--- config.mk ---
export PLATFORM = sky130hd
export DESIGN_NAME = wiper_spi_writer
export DESIGN_NICKNAME = d
export VERILOG_FILES = /design/src/rtl/wiper_spi_pkg.sv /design/src/rtl/wiper_tick_gen.sv /design/src/rtl/wiper_trigger.sv /design/src/rtl/wiper_frame_seq.sv /design/src/rtl/wiper_spi_writer.sv
export SDC_FILE = /design/constraint.sdc
export NUM_CORES = 1
export LEC_CHECK = 0
export ABC_CLOCK_PERIOD_IN_PS = 3800
export BUFFER_PORTS_ARGS = -buffer_cell sky130_fd_sc_hd__buf_2
export CAP_MARGIN = 40
export CORE_MARGIN = 3
export CORE_UTILIZATION = 54
export CTS_CLUSTER_DIAMETER = 60
export DETAILED_ROUTE_END_ITERATION = 7
export PLACE_DENSITY = 0.72
export SYNTH_ARGS = -nofsm -noshare
export SYNTH_HDL_FRONTEND = slang
export SYNTH_SLANG_ARGS = --single-unit
--- constraint.sdc ---
create_clock -name clk -period 3.8 [get_ports clk]
set_input_delay 0.57 -clock clk [delete_from_list [all_inputs] [get_ports clk]]
set_output_delay 0.57 -clock clk [all_outputs]
set_load 0.02 [all_outputs]
--- src/rtl/wiper_spi_pkg.sv ---
package wiper_spi_pkg;

  typedef enum logic [1:0] {
    SEQ_IDLE  = 2'd0,
    SEQ_SHIFT = 2'd1,
    SEQ_GAP   = 2'd2
  } seq_state_e;

  // System cycles per serial-clock half period, never below one.
  function automatic int unsigned half_period_cycles(input int unsigned clk_hz,
                                                     input int unsigned sclk_hz);
    int unsigned q;
    q = clk_hz / (2 * sclk_hz);
    if (q < 1) q = 1;
    return q;
  endfunction

  // Bits needed to hold the values 0 .. n-1 (at least one bit).
  function automatic int unsigned count_bits(input int unsigned n);
    return (n <= 1) ? 1 : $clog2(n);
  endfunction

endpackage

--- src/rtl/wiper_tick_gen.sv ---
module wiper_tick_gen #(
  parameter int unsigned HALF = 5
) (
  input  logic clk,
  input  logic rst_n,
  input  logic clear_i,
  output logic tick_o
);
  import wiper_spi_pkg::*;

  localparam int unsigned CW = count_bits(HALF);

  logic [CW-1:0] cnt_q;
  logic          at_end;

  assign at_end = (cnt_q == CW'(HALF - 1));
  assign tick_o = at_end && !clear_i;

  always_ff @(posedge clk or negedge rst_n) begin
    if (!rst_n)                 cnt_q <= '0;
    else if (clear_i || at_end) cnt_q <= '0;
    else                        cnt_q <= cnt_q + 1'b1;
  end

  // Ticks are spaced by a full half period.
  if (HALF > 1) begin : g_spacing
    assert_tick_spacing_R4: assert property (@(posedge clk) disable iff (!rst_n)
      tick_o |=> !tick_o);
  end

endmodule

--- src/rtl/wiper_trigger.sv ---
module wiper_trigger #(
  parameter int unsigned W    = 8,
  parameter int unsigned SYNC = 2
) (
  input  logic         clk,
  input  logic         rst_n,
  input  logic [W-1:0] value_i,
  input  logic         start_i,
  input  logic         accept_i,
  output logic [W-1:0] value_o,
  output logic         fire_o
);

  logic [SYNC-1:0][W-1:0] sync_q;
  logic [W-1:0]           last_q;
  logic                   changed;

  if (SYNC == 1) begin : g_one
    always_ff @(posedge clk or negedge rst_n) begin
      if (!rst_n) sync_q <= '0;
      else        sync_q <= value_i;
    end
  end else begin : g_many
    always_ff @(posedge clk or negedge rst_n) begin
      if (!rst_n) sync_q <= '0;
      else        sync_q <= {sync_q[SYNC-2:0], value_i};
    end
  end

  assign value_o = sync_q[SYNC-1];
  assign changed = (value_o != last_q);
  assign fire_o  = changed || start_i;

  // Record the value sent once a frame is accepted.
  always_ff @(posedge clk or negedge rst_n) begin
    if (!rst_n)        last_q <= '0;
    else if (accept_i) last_q <= value_o;
  end

  // A captured value becomes the reference for change detection.
  assert_capture_ref_R8: assert property (@(posedge clk) disable iff (!rst_n)
    accept_i |=> (last_q == $past(value_o)));

  // Without a strobe, an unchanged value never fires.
  assert_quiet_when_same_R2: assert property (@(posedge clk) disable iff (!rst_n)
    (!start_i && (value_o == last_q)) |-> !fire_o);

endmodule

--- src/rtl/wiper_frame_seq.sv ---
module wiper_frame_seq #(
  parameter int unsigned             W          = 8,
  parameter int unsigned             INSTR_W    = 8,
  parameter logic [INSTR_W-1:0]      INSTR_CODE = 8'hDF,
  parameter int unsigned             GAP_HALVES = 2
) (
  input  logic         clk,
  input  logic         rst_n,
  input  logic         fire_i,
  input  logic [W-1:0] value_i,
  input  logic         tick_i,
  output logic         accept_o,
  output logic         tick_clear_o,
  output logic         sclk_o,
  output logic         cs_n_o,
  output logic         mosi_o,
  output logic         busy_o,
  output logic         done_o
);
  import wiper_spi_pkg::*;

  localparam int unsigned FB     = INSTR_W + W;
  localparam int unsigned HALVES = 2 * FB;
  localparam int unsigned HW     = count_bits(HALVES + GAP_HALVES + 1);
  localparam int unsigned GW     = count_bits(GAP_HALVES + 1) + 1;
  localparam int unsigned RW     = count_bits(FB + 2) + 1;

  function automatic logic [FB-1:0] build_frame(input logic [W-1:0] d);
    return {INSTR_CODE, d};
  endfunction

  seq_state_e    state_q;
  logic [FB-1:0] shreg_q;
  logic [HW-1:0] half_q;
  logic          sclk_q, cs_n_q, done_q;

  // Named internal events.
  logic rise_ev, fall_ev, last_fall, gap_end;

  assign accept_o     = (state_q == SEQ_IDLE) && fire_i;
  assign tick_clear_o = accept_o;
  assign rise_ev      = (state_q == SEQ_SHIFT) && tick_i && !sclk_q;
  assign fall_ev      = (state_q == SEQ_SHIFT) && tick_i && sclk_q;
  assign last_fall    = fall_ev && (half_q == HW'(HALVES - 1));
  assign gap_end      = (state_q == SEQ_GAP) && tick_i && (half_q == HW'(GAP_HALVES - 1));

  always_ff @(posedge clk or negedge rst_n) begin
    if (!rst_n) begin
      state_q <= SEQ_IDLE;
      shreg_q <= '0;
      half_q  <= '0;
      sclk_q  <= 1'b0;
      cs_n_q  <= 1'b1;
      done_q  <= 1'b0;
    end else begin
      done_q <= gap_end;
      case (state_q)
        SEQ_IDLE: begin
          if (accept_o) begin
            shreg_q <= build_frame(value_i);
            cs_n_q  <= 1'b0;
            sclk_q  <= 1'b0;
            half_q  <= '0;
            state_q <= SEQ_SHIFT;
          end
        end
        SEQ_SHIFT: begin
          if (tick_i) begin
            half_q <= half_q + 1'b1;
            if (rise_ev) begin
              sclk_q <= 1'b1;
            end else begin
              sclk_q <= 1'b0;
              if (last_fall) begin
                cs_n_q  <= 1'b1;
                half_q  <= '0;
                state_q <= SEQ_GAP;
              end else begin
                shreg_q <= shreg_q << 1;
              end
            end
          end
        end
        SEQ_GAP: begin
          if (tick_i) begin
            half_q <= half_q + 1'b1;
            if (gap_end) begin
              half_q  <= '0;
              state_q <= SEQ_IDLE;
            end
          end
        end
        default: state_q <= SEQ_IDLE;
      endcase
    end
  end

  assign sclk_o = sclk_q;
  assign cs_n_o = cs_n_q;
  assign mosi_o = !cs_n_q && shreg_q[FB-1];
  assign busy_o = (state_q != SEQ_IDLE);
  assign done_o = done_q;

  // Checker state: ticks seen while deselected, rises seen in a frame.
  logic [GW-1:0] hi_ticks_q;
  logic [RW-1:0] rises_q;

  always_ff @(posedge clk or negedge rst_n) begin
    if (!rst_n) begin
      hi_ticks_q <= GW'(GAP_HALVES);
      rises_q    <= '0;
    end else begin
      if (!cs_n_q)                                       hi_ticks_q <= '0;
      else if (tick_i && hi_ticks_q < GW'(GAP_HALVES))    hi_ticks_q <= hi_ticks_q + 1'b1;
      if (accept_o)     rises_q <= '0;
      else if (rise_ev) rises_q <= rises_q + 1'b1;
    end
  end

  assert_sclk_low_deselected_R4: assert property (@(posedge clk) disable iff (!rst_n)
    cs_n_o |-> !sclk_o);

  assert_rise_count_R4: assert property (@(posedge clk) disable iff (!rst_n)
    $rose(cs_n_o) |-> (rises_q == RW'(FB)));

  assert_data_steady_high_R5: assert property (@(posedge clk) disable iff (!rst_n)
    (!cs_n_o && $past(!cs_n_o) && !$stable(mosi_o)) |-> !sclk_o);

  assert_gap_length_R6: assert property (@(posedge clk) disable iff (!rst_n)
    $fell(cs_n_o) |-> ($past(hi_ticks_q) >= GW'(GAP_HALVES)));

  assert_done_on_drop_R7: assert property (@(posedge clk) disable iff (!rst_n)
    $fell(busy_o) |-> done_o);

  assert_done_idle_R7: assert property (@(posedge clk) disable iff (!rst_n)
    done_o |-> !busy_o);

  assert_no_restart_busy_R9: assert property (@(posedge clk) disable iff (!rst_n)
    $fell(cs_n_o) |-> $past(!busy_o));

endmodule

--- src/rtl/wiper_spi_writer.sv ---
module wiper_spi_writer #(
  parameter int unsigned        CLK_HZ      = 50_000_000,
  parameter int unsigned        SCLK_HZ     = 5_000_000,
  parameter int unsigned        VALUE_W     = 8,
  parameter int unsigned        INSTR_W     = 8,
  parameter logic [INSTR_W-1:0] INSTR_CODE  = 8'hDF,
  parameter int unsigned        SYNC_STAGES = 2,
  parameter int unsigned        GAP_PERIODS = 1
) (
  input  logic               clk,
  input  logic               rst_n,
  input  logic [VALUE_W-1:0] value_i,
  input  logic               start_i,
  output logic               spi_sclk_o,
  output logic               spi_cs_n_o,
  output logic               spi_mosi_o,
  output logic               busy_o,
  output logic               done_o
);
  import wiper_spi_pkg::*;

  localparam int unsigned HALF       = half_period_cycles(CLK_HZ, SCLK_HZ);
  localparam int unsigned GAP_HALVES = 2 * GAP_PERIODS;

  logic               tick, tick_clear, accept, fire;
  logic [VALUE_W-1:0] value_sync;

  wiper_tick_gen #(.HALF(HALF)) u_tick (
    .clk     (clk),
    .rst_n   (rst_n),
    .clear_i (tick_clear),
    .tick_o  (tick)
  );

  wiper_trigger #(.W(VALUE_W), .SYNC(SYNC_STAGES)) u_trig (
    .clk      (clk),
    .rst_n    (rst_n),
    .value_i  (value_i),
    .start_i  (start_i),
    .accept_i (accept),
    .value_o  (value_sync),
    .fire_o   (fire)
  );

  wiper_frame_seq #(
    .W          (VALUE_W),
    .INSTR_W    (INSTR_W),
    .INSTR_CODE (INSTR_CODE),
    .GAP_HALVES (GAP_HALVES)
  ) u_seq (
    .clk          (clk),
    .rst_n        (rst_n),
    .fire_i       (fire),
    .value_i      (value_sync),
    .tick_i       (tick),
    .accept_o     (accept),
    .tick_clear_o (tick_clear),
    .sclk_o       (spi_sclk_o),
    .cs_n_o       (spi_cs_n_o),
    .mosi_o       (spi_mosi_o),
    .busy_o       (busy_o),
    .done_o       (done_o)
  );

endmodule

==> results.yml, run 1 <==
outcome:
  status: "completed"
power:
  power_density_nw_per_um2: 682.2
  peakVddDrop_v: 0.0004601
  p_leak_nw: 1.193
  finalPower_mw: 1.881
timing:
  fmax_mhz: 417.4
  maxSlewViolCount: 0
  finalCritPeriodShare_pct: 63.04
  setup-tns-final_ns: 0
  hold_viol: 0
  finalSetupViolCount: 0
  timing.final.ws_setup_ns: 1.404
  worst_slew_pin_slew_ns: 0.5659
  rsz0062_at_grt: "no"
  finClkSkew_ns: 0.003879
  slew_headroom_pct: 62.28
  finalCriticalPeriod_ns: 2.396
  fin_hold_ws_ns: 0.2187
setup_path:
  timing.rr.start: "u_seq.state_q[0]"
  start_kind: "flop"
  crit_fanout: 14
  path_common_cell: "nand3_1"
  critPathMaxStageDelay_ns: 0.53
  critical_path_class: "flop to flop"
  critical_path.cell_chain: "inv_1 -> ha_1 -> and4b_1 -> nand3_1 -> nand3_1 -> o32ai_2 -> nand2_2 -> o22ai_1"
  crit_family: "simple AND/OR/NAND/NOR gates"
  r2r_cells: 8
  reg2reg_slack_ns: 1.40
  cp.arrival_ns: 2.63
  r2r-end: "u_seq.half_q[2]"
  critPathBufInv: 1
  critPathSlowestCell: "ha_1"
  setup.worst_path.end_class: "flop"
  critPathRequiredTime_ns: 4.03
final_layout:
  layout-drive-gt1-share_pct: 26.79
  area_growth_syn_to_layout_pct: 10.86
  diodes: 0
  fill_cells: 348
  mostFrequentLayoutCell: "dfrtp_1"
  final_nets: 242
  final_cell_mix: "dfrtp_1 (53), inv_1 (15), buf_2 (15)"
global_routing:
  antenna_found_initial: 0
  grt_pass1_vias: 1551
  grt_pass1_wl_um: 7231
  grt_start_max_net_pins: 33
  globalRouteOverflowTotal: 0
  grt_use_total_pct: 17.66
flow_run:
  max-cap-violations: 0
synthesis:
  ys_types: 50
  mappedNetlistArea_um2: 2487
  synth_seq_cells: 54
  ys_seq_area_share_pct: 54.38
  synth_warnings: 0
  synth_nets: 222
  synth.avg_cell_area_um2: 12.25
  synth_edf_count: 0
  yosys_most_used_dff: "dfrtp_1"
  synth-async-reset-ratio_pct: 100.0
  synth_cells: 203
clocking:
  numCtsBuffers: 5
  cts-root-buf: "clkbuf_8"
  postCtsSetupRepairBufs: 0
  clock_latency_ns: 0.31
  clk_path_buf_depth: 2
  cts_resized: 0
  path_clk_slew_ns: 0.09
  cts_tree: "yes"
  clock-sinks: 54
  cts_hold_buf: 0
  htree_levels: 2
routing:
  drc: 0
  via_count: 1559
  ant_nets: 0
  totalWireLength_um: 4166
  drt_iter0_drc: 96
  via_per_inst: 5.649
  routedWlPerCell_um: 15.09
  drtPass1Iterations: 4
placed_design:
  dp_hpwl_um: 3117
  dp_slack_ns: 1.467
  numPortBuffers: 15
  place_congestion: 0.8417
floorplan:
  core_area_um2: 4414
  dieArea_um2: 5457
  ios: 16
  start_util_pct: 56.35
  die_h_um: 73.87
  fp.dieW_um: 73.87
  rows: 24
worst_hold_path:
  hold_class: "input pin to async pin"
-- final cells by class --
cell class,instances,area [µm²],area share (%)
Sequential cell,54,1353,49.05
Inverter,15,56.30,2.042
Clock buffer,6,82.58,2.995
Tap cell,52,65.06,2.359
Clock inverter,2,38.79,1.407
Timing Repair Buffer,18,121.4,4.401
Multi-Input combinational cell,129,1041,37.75
-- cell usage after synthesis, drive strengths merged (2+ instances only) --
library cell	count	area share [%]
o21ai	5	1.0
nor2b	4	1.0
nor3b	2	0.80
o22ai	4	1.3
dfrtp	53	53
nand4	5	1.8
buf	5	1.5
a21oi	15	4.1
xnor2	8	2.8
mux2	9	4.2
nand3	8	2.0
nor4	2	0.75
and2	2	0.60
ha	8	4.0
nor2	13	2.2
inv	15	2.3
mux2i	7	2.8
nor3	2	1.1
nand2	7	1.2
a211oi	2	0.80
and3	4	1.0
o22a	9	3.2
-- registers in the layout, summed over array words and instances (netlist names) --
name / cells
u_seq.state_q: 2
u_tick.cnt_q: 3
u_seq.done_o: 1
u_seq.sclk_o: 1
u_seq.half_q: 6
u_trig.sync_q: 8
u_trig.last_q: 8
u_seq.cs_n_o: 1
u_trig.value_o: 8
u_seq.shreg_q: 16
-- worst register-to-register path, cell delays in order (launching register included) --
cell and delay (ns):
dfrtp_1 0.42, inv_1 0.12, ha_1 0.53, and4b_1 0.33
nand3_1 0.13, nand3_1 0.11, o32ai_2 0.31, nand2_2 0.16
o22ai_1 0.21
-- layer usage --
metal  up-vias  share of wire [%]  global-route usage (%)
li1        752                  -                       -
met1       773                 46                   23.44
met2        27                 48                   27.56
met3         7                4.1                   4.925
met4         0                1.8                   6.640
met5         -                  0                       0
-- stage by stage --
stage,area (µm²),util [%],cells
after global routing,2758,62.47,276
after floorplan,2487,-,203
after global placement,2590,58.67,265
after detailed placement,2636,59.72,268
after CTS,2758,62.47,276
final,2758,62.47,276
-- cell families (layout without fill, tap and decap cells) --
| group | after synthesis | after routing | synth area share, % |
|---|---|---|---|
| compound gates | 43 | 43 | 14.14 |
| xor+xnor | 8 | 8 | 2.817 |
| fa+ha+maj | 8 | 8 | 4.024 |
| buf+inv | 20 | 41 | 3.772 |
| flops | 54 | 54 | 54.38 |
| mux | 16 | 16 | 7.042 |
| simple gates | 54 | 54 | 13.83 |
-- how the worst max path moves through the flow --
stage | slack, ns | depth (start not counted) | end | startpoint
6_report | 1.40 | 8 | u_seq.half_q[2] | u_seq.state_q[0]
3_5_place_dp | 1.47 | 8 | u_seq.half_q[2] | u_seq.state_q[0]
2_1_floorplan | 2.05 | 6 | u_seq.shreg_q[0] | u_seq.state_q[0]
5_1_grt | 1.23 | 8 | u_seq.half_q[2] | u_seq.state_q[0]
4_1_cts | 1.40 | 4 | busy_o | u_seq.state_q[0]
3_3_place_gp | 1.28 | 5 | u_seq.shreg_q[0] | u_seq.state_q[0]
-- report_power, final --
| group | total [mW] | internal [mW] | switching, mW |
|---|---|---|---|
| combinational | 0.692 | 0.316 | 0.376 |
| sequential | 0.784 | 0.697 | 0.0872 |
| clock | 0.405 | 0.217 | 0.188 |
| total | 1.88 | 1.23 | 0.651 |
Note: power is estimated with default switching activity, not from simulation.
==> run 2: changes to the inputs <==
Settings changed: ABC_AREA from default to 1, ABC_CLOCK_PERIOD_IN_PS 3800 to 2000, PLACE_DENSITY 0.72 to 0.75.
Clock period 3.8 ns to 2 ns, I/O delays scaled along.
==> run 2 against run 1 <==
Against the previous run:
- combinational power increased to 2.6 times the previous value
- power increased by 120%
- sequential power increased by 110%
- critical endpoint is now u_seq.shreg_q[14]
- largest cell class unchanged
==> results.yml, run 2 <==
synthesis:
  synth_warnings: 0
  yosys_most_used_dff: "dfrtp_1"
  ys_types: 32
  synth-async-reset-ratio_pct: 100.0
  ys_seq_area_share_pct: 51.77
  mappedNetlistArea_um2: 2613
  yosys.area.top_type: "dfrtp_1"
  synth_most_common_cell: "nand2_1"
  netlist_top_cells_count: "nand2_1 (85), dfrtp_1 (53), inv_1 (36)"
  synth.avg_cell_area_um2: 8.737
  synth_nets: 318
  synth_seq_cells: 54
  synth_top_area_share_pct: 50.77
  synth.area.top_cells: "dfrtp_1 (51%), nand2_1 (12%), nand3_1 (5.7%)"
  synth_edf_count: 0
  synth_cells: 299
timing:
  hold_viol: 0
  finClkSkew_ns: 0.01114
  worst_slew_pin_slew_ns: 0.4943
  fmax_mhz: 525.9
  timing.final.ws_setup_ns: 0.09842
  slew_headroom_pct: 67.05
  finalSetupViolCount: 0
  finalCritPeriodShare_pct: 95.08
  finalCriticalPeriod_ns: 1.902
  maxSlewViolCount: 0
clocking:
  clock_latency_ns: 0.31
  numCtsBuffers: 5
  clk_path_buf_depth: 2
  clock-sinks: 54
  cts-root-buf: "clkbuf_8"
  htree_levels: 2
  path_clk_slew_ns: 0.10
  cts_tree: "yes"
setup_path:
  critical_path_class: "flop to flop"
  cp.arrival_ns: 2.11
  critPathMaxStageDelay_ns: 0.39
  path_common_cell: "nand2_2"
  start_kind: "flop"
  critPathRequiredTime_ns: 2.21
  critical_path.cell_chain: "or2_1 -> a21oi_2 -> nand3_2 -> nand2_4 -> nand2_2 -> nand2_2 -> nand2_4 -> nor2_8 -> nand2_4 -> nand2_2 -> nand2_2"
  setup.worst_path.end_class: "flop"
  crit_family: "simple AND/OR/NAND/NOR gates"
  crit_fanout: 8
  critPathSlowestCell: "dfrtp_1"
  critPathBufInv: 0
final_layout:
  multi_input_area_um2: 1084
  final_nets: 348
  mostFrequentLayoutCell: "nand2_1"
  fill_cells: 373
  final_cell_mix: "nand2_1 (85), dfrtp_1 (53), inv_1 (36)"
  diodes: 0
  regArea_um2: 1353
  postLayoutCellArea_um2: 2948
  largest_reg_flops: 16
  area_growth_syn_to_layout_pct: 12.84
  top_register: "u_seq.shreg_q"
  layout-drive-gt1-share_pct: 22.12
floorplan:
  die_h_um: 75.56
  core_area_um2: 4504
  start_util_pct: 58.00
  dieArea_um2: 5709
  rows: 24
  fp.dieW_um: 75.56
  ios: 16
worst_hold_path:
  hold_class: "input pin to flop"
placed_design:
  dp_hpwl_um: 3269
  dpl_cell_area_um2: 2756
  numPortBuffers: 15
  place_congestion: 0.8200
  dp_slack_ns: 0.08383
global_routing:
  globalRouteOverflowTotal: 0
  grt_pass1_vias: 1843
  grt_pass1_wl_um: 7893
  grt_start_max_net_pins: 34
  antenna_found_initial: 0
  grt_use_total_pct: 18.22
routing:
  drc: 0
  via_per_inst: 5.005
  totalWireLength_um: 4664
  via_count: 1912
  ant_nets: 0
  drtPass1Iterations: 4
  drt_iter0_drc: 150
  routedWlPerCell_um: 12.21
power:
  power_density_nw_per_um2: 1395
  p_leak_nw: 1.557
  peakVddDrop_v: 0.0005498
flow_run:
  max-cap-violations: 0
outcome:
  status: "completed"
==> run 2: cell types whose count changed after synthesis, sizes merged, moves of 9 or more <==
cell / delta
a21oi: -12
inv: +23
mux2: -9
nand2: +97
nand3: +23
o21ai: +13
o22a: -9
==> run 2: power by group <==
group | internal (mW) | leakage, nW | total, mW | switching (mW)
sequential | 1.40 | 0.665 | 1.61 | 0.211
combinational | 0.708 | 0.841 | 1.78 | 1.07
clock | 0.374 | 0.0514 | 0.721 | 0.347
total | 2.48 | 1.56 | 4.11 | 1.63
==> run 2: timing repair <==
item,4_1_cts,5_1_grt
endpoints found under the setup margin,0,21
hold endpoints to repair,21,0
hold buffers,1,0
setup buffers,0,5
resized for setup,0,3
==> run 2: worst paths after layout <==
kind	end	slack, ns	cells after the start	from
worst max-delay path	u_seq.shreg_q[14]	0.1	11	u_trig.last_q[2]
worst min-delay path	u_trig.sync_q[6]	0.09	1	value_i[6]
worst max register to register	u_seq.shreg_q[14]	0.1	11	u_trig.last_q[2]
worst min register to register	u_trig.value_o[5]	0.34	0	u_trig.sync_q[5]
max in group asynchronous	u_seq.cs_n_o	0.91	3	rst_n
min in group asynchronous	u_trig.value_o[7]	0.47	2	rst_n
==> run 2: routing by layer <==
layer / vias to the layer above / share of wire (%) / wire, µm / GRT usage [%]
met1: 883 / 46 / 2166 / 22.79
li1: 988 / - / - / -
met3: 8 / 3.7 / 173 / 4.617
met5: - / 0 / 0 / 0
met2: 33 / 48 / 2254 / 30.39
met4: 0 / 1.5 / 69 / 6.990
==> run 2: area by class of cell <==
type / instances / area share, %
Sequential cell: 54 / 45.88
Multi-Input combinational cell: 202 / 36.76
Timing Repair Buffer: 28 / 6.494
Inverter: 38 / 4.924
Clock buffer: 6 / 2.462
Tap cell: 52 / 2.207
Clock inverter: 2 / 1.273
==> run 2: per-stage QoR <==
step	util [%]	setup TNS (ns)	power [mW]	std cells	hold WS, ns
global placement	61.19	0	3.209	366	0.2894
detailed placement	61.19	0	3.263	366	0.2996
floorplan	-	0	2.952	299	0.004409
finish	65.44	0	4.113	382	0.08590
CTS	63.86	0	3.998	375	0.07559
global route	65.44	-0.07985	4.476	382	0.06653
==> run 2: cell families after synthesis <==
kind of cell,count (synthesis),share of synthesized area [%]
xor gates and xnor gates,3,1.006
DFF,54,51.77
buffers and inverters,45,7.902
adders and majority gates,8,3.832
AOI/OAI and AO/OA,22,4.454
and+or+nand+nor,167,31.03
==> run 3: changes to the inputs <==
Settings changed: BUFFER_PORTS_ARGS -buffer_cell sky130_fd_sc_hd__buf_2 to -buffer_cell sky130_fd_sc_hd__buf_4, SKIP_CTS_REPAIR_TIMING from default to 1.
==> run 3 against run 2 <==
Against the previous run:
- sequential cell count unchanged
- routed wire length is 4.1% lower
- power is 4.9% lower
- design area down 2.3%
- cell count down 2.4%
- sequential share of layout area rose by 1.1 points
- die area unchanged
- non-clock buffer count down 6
- fmax up 2.9%
- clock power fell by 18%
- register-to-register slack improved by 0.05 ns
- sequential power barely moved
- critical endpoint is now u_seq.shreg_q[0]
- highest routed layer unchanged
==> results.yml, run 3 (same netlist as run 2, synthesis figures left out) <==
clocking:
  clock_latency_ns: 0.31
  htree_levels: 2
  path_clk_slew_ns: 0.10
  numCtsBuffers: 5
  cts_tree: "yes"
  clock-sinks: 54
  cts-root-buf: "clkbuf_8"
  clk_path_buf_depth: 2
final_layout:
  area_growth_syn_to_layout_pct: 10.25
  multi_input_area_um2: 1056
  fill_cells: 361
  top_register: "u_seq.shreg_q"
  diodes: 0
  mostFrequentLayoutCell: "nand2_1"
  final_cell_mix: "nand2_1 (85), dfrtp_1 (53), inv_1 (36)"
  layout-drive-gt1-share_pct: 20.56
  regArea_um2: 1353
  final_nets: 340
  largest_reg_flops: 16
  postLayoutCellArea_um2: 2880
timing:
  maxSlewViolCount: 0
  setup-tns-final_ns: 0
  timing.final.ws_setup_ns: 0.1523
  finalCriticalPeriod_ns: 1.848
  worst_slew_pin_slew_ns: 0.6435
  hold_viol: 0
  finClkSkew_ns: 0.01189
  rsz0062_at_grt: "no"
  finalCritPeriodShare_pct: 92.38
  fin_hold_ws_ns: 0.01008
  finalSetupViolCount: 0
  slew_headroom_pct: 57.10
  fmax_mhz: 541.2
setup_path:
  critPathSlowestCell: "dfrtp_1"
  path_common_cell: "nand2_2"
  worst-path-stages: 11
  critical_path_class: "flop to flop"
  critPathRequiredTime_ns: 2.20
  crit_family: "simple AND/OR/NAND/NOR gates"
  r2r_cells: 11
  timing.rr.start: "u_trig.last_q[2]"
  reg2reg_slack_ns: 0.15
  setup.worst_path.end_class: "flop"
  r2r-end: "u_seq.shreg_q[0]"
  cp.arrival_ns: 2.05
  start_kind: "flop"
  crit_fanout: 16
  critPathMaxStageDelay_ns: 0.40
  critical_path.cell_chain: "or2_1 -> a21oi_2 -> nand3_2 -> nand2_2 -> nand2_2 -> nand2_2 -> nand2_4 -> nor2_8 -> nand2_8 -> nand2_2 -> nand2_1"
  critPathBufInv: 0
global_routing:
  grt_start_max_net_pins: 55
  grt_pass1_wl_um: 7486
  globalRouteOverflowTotal: 0
  antenna_found_initial: 0
  grt_use_total_pct: 17.40
  grt_pass1_vias: 1726
power:
  power_density_nw_per_um2: 1358
  peakVddDrop_v: 0.0005999
  p_leak_nw: 1.512
routing:
  drtPass1Iterations: 4
  totalWireLength_um: 4471
  via_count: 1886
  drc: 0
  routedWlPerCell_um: 11.99
  via_per_inst: 5.056
  drt_iter0_drc: 78
  ant_nets: 0
placed_design:
  dp_hpwl_um: 3171
  dp_slack_ns: 0.1284
  dpl_cell_area_um2: 2779
  numPortBuffers: 15
  place_congestion: 0.8681
outcome:
  status: "completed"
floorplan:
  rows: 24
  die_h_um: 75.56
  start_util_pct: 58.00
  dieArea_um2: 5709
  core_area_um2: 4504
  fp.dieW_um: 75.56
  ios: 16
flow_run:
  max-cap-violations: 0
worst_hold_path:
  hold_class: "input pin to async pin"
-- run 3: metrics by stage --
stage	power [mW]	instances	util, %
floorplan	2.952	299	-
global placement	3.252	364	61.69
detailed placement	3.307	364	61.69
CTS	3.907	371	63.56
global route	4.246	373	63.94
finish	3.910	373	63.94
-- run 3: layer usage --
layer  vias up  wire length, µm  GRT usage (%)
met5         -                0              0
met4         0               63          6.214
met3         8              159          4.485
met2        30             2064          28.09
met1       878             2184          22.73
li1        970                -              -
-- run 3: area by class of cell --
| class | instances | share of cell area (%) |
|---|---|---|
| clock buffer | 5 | 2.389 |
| clock inverter | 2 | 0.5213 |
| inverter | 38 | 5.039 |
| multi-input combinational | 200 | 36.66 |
| sequential | 54 | 46.96 |
| tap | 52 | 2.259 |
| timing repair buffer | 22 | 6.169 |
-- run 3: worst max path at each step --
stage,start,end,slack [ns]
2_1_floorplan,u_trig.last_q[2],u_seq.shreg_q[1],0.26
3_3_place_gp,u_trig.last_q[2],u_seq.shreg_q[14],0.18
3_5_place_dp,u_trig.last_q[2],u_seq.shreg_q[12],0.13
4_1_cts,u_trig.last_q[2],u_seq.shreg_q[10],0.12
5_1_grt,u_seq.state_q[0],u_seq.half_q[0],0.01
6_report,u_trig.last_q[2],u_seq.shreg_q[0],0.15
-- run 3: power breakdown --
group / leakage (nW) / switching [mW] / total, mW / internal [mW]
clock: 0.0362 / 0.349 / 0.588 / 0.240
combinational: 0.811 / 1.04 / 1.71 / 0.673
sequential: 0.665 / 0.215 / 1.61 / 1.40
-- run 3: worst register-to-register path, cell delays in order, from the launching register on --
cell	delay (ns)
dfrtp_1	0.40
or2_1	0.25
a21oi_2	0.19
nand3_2	0.11
nand2_2	0.12
nand2_2	0.07
nand2_2	0.07
nand2_4	0.09
nor2_8	0.18
nand2_8	0.13
nand2_2	0.08
nand2_1	0.05
